`src/rtl/lcd_seq_pkg.sv`:
```
package lcd_seq_pkg;

    typedef enum logic [2:0] {
        ST_IDLE,
        ST_RD_SETUP,
        ST_RD_PULSE,
        ST_RD_HOLD,
        ST_GUARD,
        ST_WR_SETUP,
        ST_WR_PULSE,
        ST_WR_HOLD
    } seq_state_t;

    typedef enum logic [1:0] {
        WC_SHORT,
        WC_LONG,
        WC_DATA
    } wait_class_t;

    typedef struct packed {
        logic       rs;
        logic [7:0] code;
    } lcd_cmd_t;

    // Budget class a command leaves behind for the next poll.
    function automatic wait_class_t class_of(input lcd_cmd_t c);
        if (c.rs) begin
            return WC_DATA;
        end
        if (c.code[7:2] == 6'd0 && c.code[1:0] != 2'd0) begin
            return WC_LONG;
        end
        return WC_SHORT;
    endfunction

endpackage

```
`src/rtl/lcd_init_rom.sv`:
```
module lcd_init_rom
    import lcd_seq_pkg::*;
#(
    parameter bit         TWO_LINE   = 1'b1,
    parameter bit         BIG_FONT   = 1'b0,
    parameter logic [2:0] DISP_BITS  = 3'b100,
    parameter logic [1:0] ENTRY_BITS = 2'b10
) (
    input  logic [1:0] idx,
    output lcd_cmd_t   cmd
);

    always_comb begin
        cmd.rs = 1'b0;
        unique case (idx)
            2'd0:    cmd.code = {4'b0011, TWO_LINE, BIG_FONT, 2'b00};
            2'd1:    cmd.code = {5'b00001, DISP_BITS};
            2'd2:    cmd.code = 8'h01;
            default: cmd.code = {6'b000001, ENTRY_BITS};
        endcase
    end

endmodule

```
`src/rtl/lcd_phase_timer.sv`:
```
module lcd_phase_timer #(
    parameter int unsigned W = 4
) (
    input  logic         clk,
    input  logic         rst_n,
    input  logic         restart,
    input  logic [W-1:0] span,
    output logic         last
);

    logic [W-1:0] cnt;

    always_ff @(posedge clk) begin
        if (!rst_n || restart) begin
            cnt <= '0;
        end else if (!last) begin
            cnt <= cnt + 1'b1;
        end
    end

    assign last = (cnt == span - 1'b1);

endmodule

```
`src/rtl/lcd_wait_meter.sv`:
```
module lcd_wait_meter
    import lcd_seq_pkg::*;
#(
    parameter int unsigned TO_SHORT = 2000,
    parameter int unsigned TO_LONG  = 80000,
    parameter int unsigned TO_DATA  = 2300
) (
    input  logic        clk,
    input  logic        rst_n,
    input  logic        clear,
    input  logic        run,
    input  logic        commit,
    input  wait_class_t commit_class,
    output logic        expired
);

    localparam int unsigned TO_MAX = (TO_LONG > TO_SHORT)
                                   ? ((TO_LONG > TO_DATA) ? TO_LONG : TO_DATA)
                                   : ((TO_SHORT > TO_DATA) ? TO_SHORT : TO_DATA);
    localparam int unsigned CW = $clog2(TO_MAX + 2);

    logic [CW-1:0] cnt;
    logic [CW-1:0] limit;
    wait_class_t   cls;

    always_ff @(posedge clk) begin
        if (!rst_n) begin
            cnt <= '0;
            cls <= WC_LONG;
        end else begin
            if (clear) begin
                cnt <= '0;
            end else if (run && cnt != {CW{1'b1}}) begin
                cnt <= cnt + 1'b1;
            end
            if (commit) begin
                cls <= commit_class;
            end
        end
    end

    always_comb begin
        unique case (cls)
            WC_DATA: limit = CW'(TO_DATA);
            WC_LONG: limit = CW'(TO_LONG);
            default: limit = CW'(TO_SHORT);
        endcase
    end

    assign expired = (cnt >= limit);

endmodule

```
`src/rtl/lcd_cmd_seq.sv`:
```
module lcd_cmd_seq
    import lcd_seq_pkg::*;
#(
    parameter int unsigned T_SETUP       = 2,
    parameter int unsigned T_PULSE       = 12,
    parameter int unsigned T_HOLD        = 2,
    parameter int unsigned T_GUARD       = 1,
    parameter int unsigned TO_SHORT      = 2000,
    parameter int unsigned TO_LONG       = 80000,
    parameter int unsigned TO_DATA       = 2300,
    parameter bit          INIT_ON       = 1'b1,
    parameter bit          INIT_TWO_LINE = 1'b1,
    parameter bit          INIT_BIG_FONT = 1'b0,
    parameter logic [2:0]  INIT_DISP     = 3'b100,
    parameter logic [1:0]  INIT_ENTRY    = 2'b10
) (
    input  logic       clk,
    input  logic       rst_n,
    input  logic       req_valid,
    input  logic       req_rs,
    input  logic [7:0] req_data,
    output logic       req_ready,
    output logic       lcd_rs,
    output logic       lcd_rw,
    output logic       lcd_en,
    output logic [7:0] lcd_db_out,
    output logic       lcd_db_oe,
    input  logic       lcd_busy_in,
    output logic       timeout_err
);

    localparam int unsigned PH_AB  = (T_SETUP > T_PULSE) ? T_SETUP : T_PULSE;
    localparam int unsigned PH_CD  = (T_HOLD > T_GUARD) ? T_HOLD : T_GUARD;
    localparam int unsigned PH_MAX = (PH_AB > PH_CD) ? PH_AB : PH_CD;
    localparam int unsigned PH_W   = $clog2(PH_MAX + 1);
    localparam int unsigned N_INIT = 4;

    seq_state_t      state, state_n;
    lcd_cmd_t        cmd_q, init_cmd;
    logic [1:0]      init_idx;
    logic            init_pend, from_init;
    logic            busy_q;
    logic [PH_W-1:0] span;
    logic            ph_last, ph_restart;
    logic            expired;
    logic            leave_idle, write_done;

    lcd_init_rom #(
        .TWO_LINE  (INIT_TWO_LINE),
        .BIG_FONT  (INIT_BIG_FONT),
        .DISP_BITS (INIT_DISP),
        .ENTRY_BITS(INIT_ENTRY)
    ) u_rom (
        .idx(init_idx),
        .cmd(init_cmd)
    );

    always_comb begin
        unique case (state)
            ST_RD_SETUP, ST_WR_SETUP: span = PH_W'(T_SETUP);
            ST_RD_PULSE, ST_WR_PULSE: span = PH_W'(T_PULSE);
            ST_RD_HOLD,  ST_WR_HOLD:  span = PH_W'(T_HOLD);
            ST_GUARD:                 span = PH_W'(T_GUARD);
            default:                  span = PH_W'(1);
        endcase
    end

    assign ph_restart = (state_n != state);
    assign leave_idle = (state == ST_IDLE) && (state_n == ST_RD_SETUP);
    assign write_done = (state == ST_WR_HOLD) && ph_last;

    lcd_phase_timer #(.W(PH_W)) u_timer (
        .clk    (clk),
        .rst_n  (rst_n),
        .restart(ph_restart),
        .span   (span),
        .last   (ph_last)
    );

    lcd_wait_meter #(
        .TO_SHORT(TO_SHORT),
        .TO_LONG (TO_LONG),
        .TO_DATA (TO_DATA)
    ) u_meter (
        .clk         (clk),
        .rst_n       (rst_n),
        .clear       (leave_idle),
        .run         (state != ST_IDLE),
        .commit      (write_done),
        .commit_class(class_of(cmd_q)),
        .expired     (expired)
    );

    // State register
    always_ff @(posedge clk) begin
        if (!rst_n) begin
            state <= ST_IDLE;
        end else begin
            state <= state_n;
        end
    end

    // Transitions
    always_comb begin
        state_n = state;
        unique case (state)
            ST_IDLE:     if (init_pend || req_valid) state_n = ST_RD_SETUP;
            ST_RD_SETUP: if (ph_last) state_n = ST_RD_PULSE;
            ST_RD_PULSE: if (ph_last) state_n = ST_RD_HOLD;
            ST_RD_HOLD:  if (ph_last) state_n = (busy_q && !expired) ? ST_RD_SETUP : ST_GUARD;
            ST_GUARD:    if (ph_last) state_n = ST_WR_SETUP;
            ST_WR_SETUP: if (ph_last) state_n = ST_WR_PULSE;
            ST_WR_PULSE: if (ph_last) state_n = ST_WR_HOLD;
            ST_WR_HOLD:  if (ph_last) state_n = ST_IDLE;
            default:     state_n = ST_IDLE;
        endcase
    end

    // Command, busy sample, error and init progress
    always_ff @(posedge clk) begin
        if (!rst_n) begin
            cmd_q     <= '0;
            from_init <= 1'b0;
            busy_q    <= 1'b0;
            timeout_err <= 1'b0;
            init_pend <= INIT_ON;
            init_idx  <= '0;
        end else begin
            if (leave_idle) begin
                cmd_q     <= init_pend ? init_cmd : lcd_cmd_t'({req_rs, req_data});
                from_init <= init_pend;
            end
            if (state == ST_RD_PULSE && ph_last) begin
                busy_q <= lcd_busy_in;
            end
            if (state == ST_RD_HOLD && ph_last && busy_q && expired) begin
                timeout_err <= 1'b1;
            end
            if (write_done && from_init) begin
                init_idx <= init_idx + 1'b1;
                if (init_idx == 2'(N_INIT - 1)) begin
                    init_pend <= 1'b0;
                end
            end
        end
    end

    // Outputs
    always_comb begin
        req_ready  = 1'b0;
        lcd_rs     = 1'b0;
        lcd_rw     = 1'b1;
        lcd_en     = 1'b0;
        lcd_db_out = 8'h00;
        lcd_db_oe  = 1'b0;
        unique case (state)
            ST_IDLE:     req_ready = !init_pend;
            ST_RD_SETUP, ST_RD_HOLD, ST_GUARD: ;
            ST_RD_PULSE: lcd_en = 1'b1;
            ST_WR_SETUP, ST_WR_PULSE, ST_WR_HOLD: begin
                lcd_rs     = cmd_q.rs;
                lcd_rw     = 1'b0;
                lcd_db_out = cmd_q.code;
                lcd_db_oe  = 1'b1;
                lcd_en     = (state == ST_WR_PULSE);
            end
            default: ;
        endcase
    end

    AST_EN_RISE_SETUP: assert property (@(posedge clk) disable iff (!rst_n)
        $rose(lcd_en) |-> $stable(lcd_rs) && $stable(lcd_rw) && $stable(lcd_db_out));
    AST_EN_HIGH_STABLE: assert property (@(posedge clk) disable iff (!rst_n)
        lcd_en && $past(lcd_en) |-> $stable(lcd_rw) && $stable(lcd_db_out) && $stable(lcd_db_oe));
    AST_DRIVE_ONLY_WRITE: assert property (@(posedge clk) disable iff (!rst_n)
        lcd_db_oe |-> !lcd_rw);
    AST_READY_QUIET_BUS: assert property (@(posedge clk) disable iff (!rst_n)
        req_ready |-> !lcd_en && !lcd_db_oe);
    AST_ACCEPT_DROPS_READY: assert property (@(posedge clk) disable iff (!rst_n)
        req_valid && req_ready |=> !req_ready);
    AST_ERR_STICKY: assert property (@(posedge clk) disable iff (!rst_n)
        timeout_err |=> timeout_err);
    AST_INIT_DONE_STAYS: assert property (@(posedge clk) disable iff (!rst_n)
        !init_pend |=> !init_pend);
    AST_GUARD_BEFORE_WRITE: assert property (@(posedge clk) disable iff (!rst_n)
        $rose(lcd_db_oe) |-> $past(state) == ST_GUARD);

endmodule

```
`config.mk`:
```
export PLATFORM = sky130hd
export DESIGN_NAME = lcd_cmd_seq
export DESIGN_NICKNAME = d
export VERILOG_FILES = /design/src/rtl/lcd_seq_pkg.sv /design/src/rtl/lcd_init_rom.sv /design/src/rtl/lcd_phase_timer.sv /design/src/rtl/lcd_wait_meter.sv /design/src/rtl/lcd_cmd_seq.sv
export SDC_FILE = /design/constraint.sdc
export NUM_CORES = 1
export LEC_CHECK = 0
export BUFFER_PORTS_ARGS = -buffer_cell sky130_fd_sc_hd__buf_2
export CAP_MARGIN = 0
export CORE_ASPECT_RATIO = 1.2
export CORE_MARGIN = 4
export CORE_UTILIZATION = 58
export DETAILED_ROUTE_END_ITERATION = 16
export PLACE_DENSITY = 0.82
export SYNTH_ARGS = -nofsm -noshare
export SYNTH_HDL_FRONTEND = slang
export SYNTH_SLANG_ARGS = --single-unit
```
`constraint.sdc`:
```
create_clock -name clk -period 2.8 [get_ports clk]
set_input_delay 0.42 -clock clk [delete_from_list [all_inputs] [get_ports clk]]
set_output_delay 0.42 -clock clk [all_outputs]
set_load 0.05 [all_outputs]
```
==> Yosys cells after proc, flatten, opt, wreduce, memory -nomap -nowiden <==
Cells that the tools add are included.
{ "classes": {"reduce_logical": 25, "eq_ne": 16, "muxes": 27, "add_sub_neg": 4, "order_cmp": 1, "bitwise_logic": 1} }
{ "ops": {"columns": ["cell", "count"], "rows": [
  ["$pmux W17 S2", 1],
  ["$mux W3", 9],
  ["$pmux W3 S8", 1],
  ["$pmux W6 S3", 1],
  ["$add A17 B1 Y17 const B", 1],
  ["$ge A17 B17 Y1", 1],
  ["$ne A17 B17 Y1 const B", 1],
  ["$eq A3 B3 Y1 const B", 4],
  ["$logic_and A1 B1 Y1", 10],
  ["$mux W9", 1],
  ["$mux W2", 4],
  ["$mux W8", 1],
  ["$pmux W4 S2", 1],
  ["$mux W1", 7],
  ["$eq A2 B2 Y1 const B", 3],
  ["$eq A3 B1 Y1 const B", 2],
  ["$eq A3 B2 Y1 const B", 2],
  ["$logic_not A6 Y1", 1],
  ["$add A4 B1 Y4 const B", 1],
  ["$eq A2 B1 Y1 const B", 2],
  ["$eq A4 B4 Y1", 1],
  ["$reduce_or A2 Y1", 2],
  ["$reduce_or A4 Y1", 1],
  ["$sub A4 B1 Y4 const B", 1],
  ["12 further kinds", 15]
]} }
{ "word_totals": {"inputBits": 13, "out_inout_bits": 14, "wordCells": 85, "regBits": 41} }

==> Longest topological paths before layout <==
Gate-level depths: netlist of run 1.
{ "logic_depth": {"depth_word": 11, "depth_mapped": 9, "depth_no_buf": 9} }

==> Cells and area by module <==
From an unflattened synthesis of run 1, not the netlist that was laid out.
{ "hier_totals": {"hier_cells": 304, "area_unflattened_um2": 2607.5} }
{ "by_module_without_submodules": {"columns": ["mod", "seq_area_each_um2", "area_each_um2", "n_inst", "cells_per_inst"], "rows": [
  ["lcd_wait_meter", 380.4, 1198.6, 1, 141],
  ["lcd_cmd_seq", 360.3, 1029.7, 1, 113],
  ["lcd_phase_timer", 80.1, 321.6, 1, 40],
  ["lcd_init_rom", 0.0, 57.6, 1, 10]
]} }

==> Least setup slack after synthesis of run 1 <==
Ideal clock, no wire load.
{ "synth_timing": {"path_type": "reg-to-output", "startpoint": "register state[2]", "endpoint": "output lcd_db_out[0]", "path_buffers": 2, "required_ps": 2380, "stages_incl_launch_ff": 5, "slack_ps": 679, "arrival_time_ps": 1701, "cell_sequence": "dfxtp_1 buf_2 o21a_1 clkbuf_1 and2_1"} }
{ "synth_via": {"elab_chain_cells": 3, "elab_cells_between_ends": 5, "classes_between": "eq/ne: 3; mux: 1; reduce/logical: 1"} }
{ "synth_lines": {"columns": ["item", "line", "text"], "rows": [
  ["from (decl)", "lcd_cmd_seq.sv:38", "seq_state_t state, state_n;"],
  ["from (signal assigned)", "lcd_cmd_seq.sv:99", "state <= state_n;"],
  ["$eq A3 B3 Y1", "lcd_cmd_seq.sv:156", "unique case (state)"],
  ["$reduce_or A3 Y1 (*)", "lcd_cmd_seq.sv:156", null],
  ["$mux W8 (*)", "lcd_cmd_seq.sv:156", null],
  ["to (decl)", "lcd_cmd_seq.sv:26", "output logic [7:0] lcd_db_out,"]
]} }
Mark *: on every way between the ends. The rest lies on a longest branch, timed or not.

==> Worst setup path in the final report of run 1 <==
{ "layout_timing": {"startpoint": "register u_meter.cls[0]", "endpoint": "register timeout_err"} }
{ "layout_via": {"elab_chain_cells": 4, "elab_cells_between_ends": 5, "classes_between": "order compare: 1; eq/ne: 2; mux: 1; reduce/logical: 1"} }
{ "layout_lines": {"columns": ["item", "line", "text"], "rows": [
  ["from (decl)", "lcd_wait_meter.sv:24", "wait_class_t cls;"],
  ["from (signal assigned)", "lcd_wait_meter.sv:37", "cls <= commit_class;"],
  ["$eq A2 B1 Y1 or $eq A2 B2 Y1 (tied branches)", "lcd_wait_meter.sv:43", "unique case (cls)"],
  ["$pmux W17 S2 (*)", "lcd_wait_meter.sv:43", null],
  ["$ge A17 B17 Y1 (*)", "lcd_wait_meter.sv:50", "assign expired = (cnt >= limit);"],
  ["$logic_and A1 B1 Y1 (*)", "lcd_cmd_seq.sv:136", "if (state == ST_RD_HOLD && ph_last && busy_q && expired) begin"],
  ["to (signal assigned)", "lcd_cmd_seq.sv:125", "timeout_err <= 1'b0;"],
  ["to (signal assigned)", "lcd_cmd_seq.sv:137", "timeout_err <= 1'b1;"],
  ["to (decl)", "lcd_cmd_seq.sv:29", "output logic timeout_err"]
]} }
Marks and branches as above.
A chain may end at the register's enable or synchronous reset.

==> results of run 1 <==
[cells by family after synthesis]
family          count (synthesis)  synth area share
compound gates                 41             0.121
fa+ha+maj                      21             0.111
mux                             7            0.0296
xor+xnor                       20            0.0740
buf+inv                        22            0.0412
flops                          41             0.347
simple gates                  122             0.277
[power groups by stage]
| stage | clock, mW | sequential [mW] | combinational, mW |
|---|---|---|---|
| 2_1_floorplan | 0 | 0.618 | 0.0754 |
| 3_3_place_gp | 0 | 0.626 | 0.0892 |
| 3_5_place_dp | 0 | 0.626 | 0.0909 |
| 4_1_cts | 0.367 | 0.613 | 0.0913 |
| 5_1_grt | 0.384 | 0.616 | 0.103 |
| 6_report | 0.359 | 0.613 | 0.0913 |
[layer usage]
layer,part of all wire,up-vias,track usage
li1,-,993,-
met4,0.020,0,0.0732
met3,0.041,9,0.0478
met2,0.53,44,0.354
met1,0.41,896,0.215
met5,0,-,0
[final timing paths]
kind / slack [ns] / cells after the start / endpoint / start
max reg2reg: 0.43 / 9 / timeout_err / u_meter.cls[0]
max: 0.43 / 9 / timeout_err / u_meter.cls[0]
min reg2reg: 0.47 / 2 / timeout_err / timeout_err
min: 0.34 / 2 / busy_q / lcd_busy_in
[worst max-delay path, stage by stage, from the launching register on]
cell and delay [ns]:
dfxtp_1 0.36, inv_1 0.08, ha_1 0.33, inv_1 0.11
ha_1 0.25, and3_1 0.18, and4b_1 0.18, o21ai_0 0.09
nor4b_1 0.50, o21ai_0 0.16
[synth_stat cells (all sizes together) (2+ instances only)]
master,count
o211a,5
a21boi,2
ha,21
o21ai,7
a211oi,2
mux2i,7
xnor2,7
o211ai,3
nand3,13
nand3b,2
nor2b,9
nand2,24
a21oi,12
nor4,3
or3,2
nand4,4
and3,3
and2,12
nor2,34
nor3,3
xor2,13
inv,12
dfxtp,41
clkbuf,5
nand2b,4
buf,5
and4,4
[flip-flops by register name, summed over array words and instances, names as in the netlist]
| signal | cells |
|---|---|
| u_meter.cnt | 17 |
| cmd_q | 9 |
| u_timer.cnt | 4 |
| state | 3 |
| init_idx | 2 |
| u_meter.cls | 2 |
| busy_q | 1 |
| from_init | 1 |
| init_pend | 1 |
| timeout_err | 1 |
[per-stage QoR]
| stage | utilization | std cells |
|---|---|---|
| CTS | 0.660 | 352 |
| global route | 0.660 | 352 |
| detailed placement | 0.641 | 346 |
| global placement | 0.641 | 346 |
| finish | 0.660 | 352 |
| floorplan | - | 274 |
[final cells by class]
cell class / instances / area, µm² / area share
Multi-Input combinational cell: 211 / 1450 / 0.557
Sequential cell: 41 / 821 / 0.316
Timing Repair Buffer: 28 / 145 / 0.0558
Clock buffer: 5 / 68.8 / 0.0265
Tap cell: 54 / 67.6 / 0.0260
Inverter: 12 / 45.0 / 0.0173
Clock inverter: 1 / 5.00 / 0.00192
==> results.toml, run 1 <==
[status]
status = "finished clean"

[clock_network]
cts-htree-levels = 2
cts-resized-gates = 0
cts_setup_buffers = 0
cts_buffers = 5
cts_tree = "built"
hold_buffers = 0
cts.sinks = 41
clk_pin_slew_ns = 0.07
cts_max_path_buffers = 2
cts-root-buf = "clkbuf_8"
insertion_delay_ns = 0.30

[power_and_ir_drop]
switching_power_mw = 0.266
power_mw = 1.06
power.leakage_nw = 1.18
internal_power_mw = 0.798
p_comb_frac = 0.086
p_per_area_nw_per_um2 = 409
clock_power_share = 0.338
p_sw_frac = 0.250
pwr-share-seq = 0.577
irDropWorstVdd_mv = 0.303

[detailed_routing]
drt_iter0_markers = 81
route.detailed.wl_per_inst_um = 13.3
drt_wl_total_mm = 4.68
detail_route.vias_per_cell = 5.52
ant_nets = 0
vias = 1942
route.detailed.drc = 0
dr.pass1.iters = 4

[synthesis]
yosys.area.top_type_share = 0.347
synth_nets = 308
yosysWarnings = 0
synth-seq-cells = 41
synth_area_um2 = 2370
synth_cells = 274
synth-async-reset-ratio = 0
synth_top_area_cell = "dfxtp_1"
synth-edff-count = 0
ys_top_cells_by_area = "dfxtp_1, ha_1, nor2_1"
seq_area_frac_synth = 0.347
synthFlopType = "dfxtp_1"
syn_avg_cell_area_um2 = 8.64
synth_cell_types = 49

[die]
rows = 25
die_height_um = 78.0
die-width_um = 66.3
die_area_um2 = 5170
pin_count = 27
initial_utilization = 0.601
core_um2 = 3940

[critical_path]
end_kind = "flop"
critPathKind = "flop to flop"
crit_required_ns = 2.97
crit_fanout = 3
startpoint_type = "flop"
crit_arrival_ns = 2.53

[timing]
max-slew-margin-rel = 0.574
finalHoldViolCount = 0
min_period_over_period = 0.845
worst_pin_slew_ns = 0.636
slew_violations = 0
rsz0062_at_grt = "no"
setup-tns-final_ns = 0
worst_hold_slack_ns = 0.338
finalSetupViolCount = 0
fin_worst_skew_ns = 0.00892
fin_ws_ns = 0.434
min_period_ns = 2.37
clock.fmax_mhz = 423

[grt]
grt-ovfl-total = 0
grt_pass1_vias = 1874
grt_first_pass_wirelength_mm = 7.94
antenna_found_initial = 0
grt_usage = 0.196
grt_start_max_net_pins = 25

[finish]
final_area_um2 = 2600
n_fill_cell = 370
drive_above_1_share = 0.131
antenna_cells = 0
area_growth_pct = 9.88
final_cell_mix = "dfxtp_1, nor2_1, buf_2"
fin_nets = 333
final_common_cell = "dfxtp_1"

[placement]
pre_cts_ws_ns = 0.463
place_area_um2 = 2530
gp_congestion = 0.878
portBuffers = 26
dp_hpwl_mm = 3.52

[flow_run]
drv_cap = 0

[min_path]
hp-class = "input pin to flop"
No activity file was read; power rests on OpenSTA's default activity.
==> run 2: changes to the inputs <==
==> constraint.sdc (replaced) <==
create_clock -name clk -period 2.4 [get_ports clk]
set_input_delay 0.36 -clock clk [delete_from_list [all_inputs] [get_ports clk]]
set_output_delay 0.36 -clock clk [all_outputs]
set_load 0.05 [all_outputs]
==> run 2 against run 1 <==
Against the previous run: combinational power grew 24%; cell area is 2.3% higher; largest power group unchanged; hold slack got worse by 0.060 ns; clock power up 23%; clock-buffer cell count grew 1; first-iteration DRC count decreased by 17%; register-to-register slack worse by 0.24 ns; cell count rose by 2.3%; sequential power rose by 17%; core utilization increased by 1.5 points; critical path type unchanged; die area is the same; fmax increased by 7.3%.
==> results.toml, run 2 (synthesized netlist as in run 1, its figures left out) <==
[timing]
max-slew-margin-rel = 0.684
fin_worst_skew_ns = 0.0105
rsz0062_at_grt = "no"
slew_violations = 0
worst_pin_slew_ns = 0.467
finalHoldViolCount = 0
setup-tns-final_ns = 0
finalSetupViolCount = 0
clock.fmax_mhz = 453
min_period_ns = 2.21
min_period_over_period = 0.919

[critical_path]
end_kind = "flop"
reg2reg_slack_ns = 0.19
critPathKind = "flop to flop"
worstRegToRegCells = 9
reg2reg_from = "u_meter.cls[0]"
crit_fanout = 3
crit_required_ns = 2.58
crit_arrival_ns = 2.38
timing.rr.end = "timeout_err"
critPathTopFamily = "simple AND/OR/NAND/NOR gates"
startpoint_type = "flop"
cpMaxStageDelayCell = "nor4b_1"
crit_path_cell_trace = "inv_1 > ha_1 > inv_1 > ha_1 > and3_1 > and4b_1 > o21ai_0 > nor4b_1 > o21ai_0"
crit_buf_inv = 2
max_stage_delay_ns = 0.42

[clock_network]
cts_tree = "built"
cts-htree-levels = 2
cts_max_path_buffers = 2
clk_pin_slew_ns = 0.08
cts_setup_buffers = 0
cts-root-buf = "clkbuf_8"
cts.sinks = 41
insertion_delay_ns = 0.30
cts_buffers = 5

[min_path]
hold_end = "busy_q"
hp-class = "input pin to flop"
holdPathStages = 2
hold_start = "lcd_busy_in"

[detailed_routing]
ant_nets = 0
drt_iter0_markers = 67
route.detailed.drc = 0
detail_route.vias_per_cell = 5.37
vias = 1934
drt_wl_total_mm = 4.71
dr.pass1.iters = 4
route.detailed.wl_per_inst_um = 13.1

[placement]
portBuffers = 26
place_inst = 352
gp_congestion = 0.868
dp_hpwl_mm = 3.62

[finish]
area_growth_pct = 12.4
final_cell_mix = "dfxtp_1, nor2_1, buf_2"
drive_above_1_share = 0.154
top_regs = "u_meter.cnt (17), cmd_q (9), u_timer.cnt (4)"
fin_cells = 360
fin_nets = 339
largest-register = "u_meter.cnt"
largest_reg_flops = 17
final_common_cell = "dfxtp_1"
antenna_cells = 0

[die]
rows = 25
initial_utilization = 0.601
die_height_um = 78.0
core_um2 = 3940
die_area_um2 = 5170
die-width_um = 66.3
pin_count = 27

[power_and_ir_drop]
p_per_area_nw_per_um2 = 477
irDropWorstVdd_mv = 0.375
power.leakage_nw = 1.22

[grt]
antenna_found_initial = 0
grt_pass1_vias = 1847
grt-ovfl-total = 0
grt_first_pass_wirelength_mm = 8.09
grt_usage = 0.200
grt_start_max_net_pins = 25

[status]
status = "finished clean"

[flow_run]
drv_cap = 0
[run 2: report_power, final]
part	leakage, nW	switching, mW	internal, mW	total (mW)
combinational	0.843	0.0647	0.0479	0.113
sequential	0.333	0.0197	0.696	0.716
clock	0.0450	0.239	0.202	0.441
[run 2: how the worst max path moves through the flow]
| stage | startpoint | end | slack, ns | cells after the start |
|---|---|---|---|---|
| after floorplan | u_meter.cnt[10] | u_meter.cnt[7] | 0.29 | 8 |
| after global placement | u_meter.cls[1] | state[0] | 0.23 | 9 |
| after detailed placement | u_meter.cls[0] | timeout_err | 0.17 | 9 |
| after CTS | u_meter.cls[0] | timeout_err | 0.17 | 9 |
| after global routing | u_meter.cls[0] | timeout_err | 0.02 | 9 |
| final | u_meter.cls[0] | timeout_err | 0.19 | 9 |
[run 2: layer usage]
layer,vias to the layer above,part of all wire,global-route usage
met1,899,0.42,0.232
met3,7,0.033,0.0449
met2,25,0.53,0.350
li1,1003,-,-
met4,0,0.016,0.0732
met5,-,0,0
[run 2: timing repair]
item / in CTS / in global routing
hold buffers: 0 / 0
gates resized for setup: 0 / 1
setup endpoints to repair: 0 / 1
[run 2: area by class of cell]
class                      count  area (µm²)
multi-input combinational    211        1460
fill                         358        1280
sequential                    41         821
timing repair buffer          34         190
clock buffer                   6        72.6
tap                           54        67.6
inverter                      12        45.0
clock inverter                 2        10.0
[run 2: through the flow]
stage / power, mW / util / cell area (µm²) / setup WS [ns] / hold WS [ns]
5_1_grt: 1.33 / 0.675 / 2660 / 0.0167 / 0.288
4_1_cts: 1.28 / 0.674 / 2660 / 0.173 / 0.274
3_3_place_gp: 0.840 / 0.653 / 2570 / 0.227 / 0.453
2_1_floorplan: 0.809 / - / 2370 / 0.290 / 0.444
3_5_place_dp: 0.844 / 0.653 / 2570 / 0.172 / 0.469
6_report: 1.27 / 0.675 / 2660 / 0.195 / 0.278
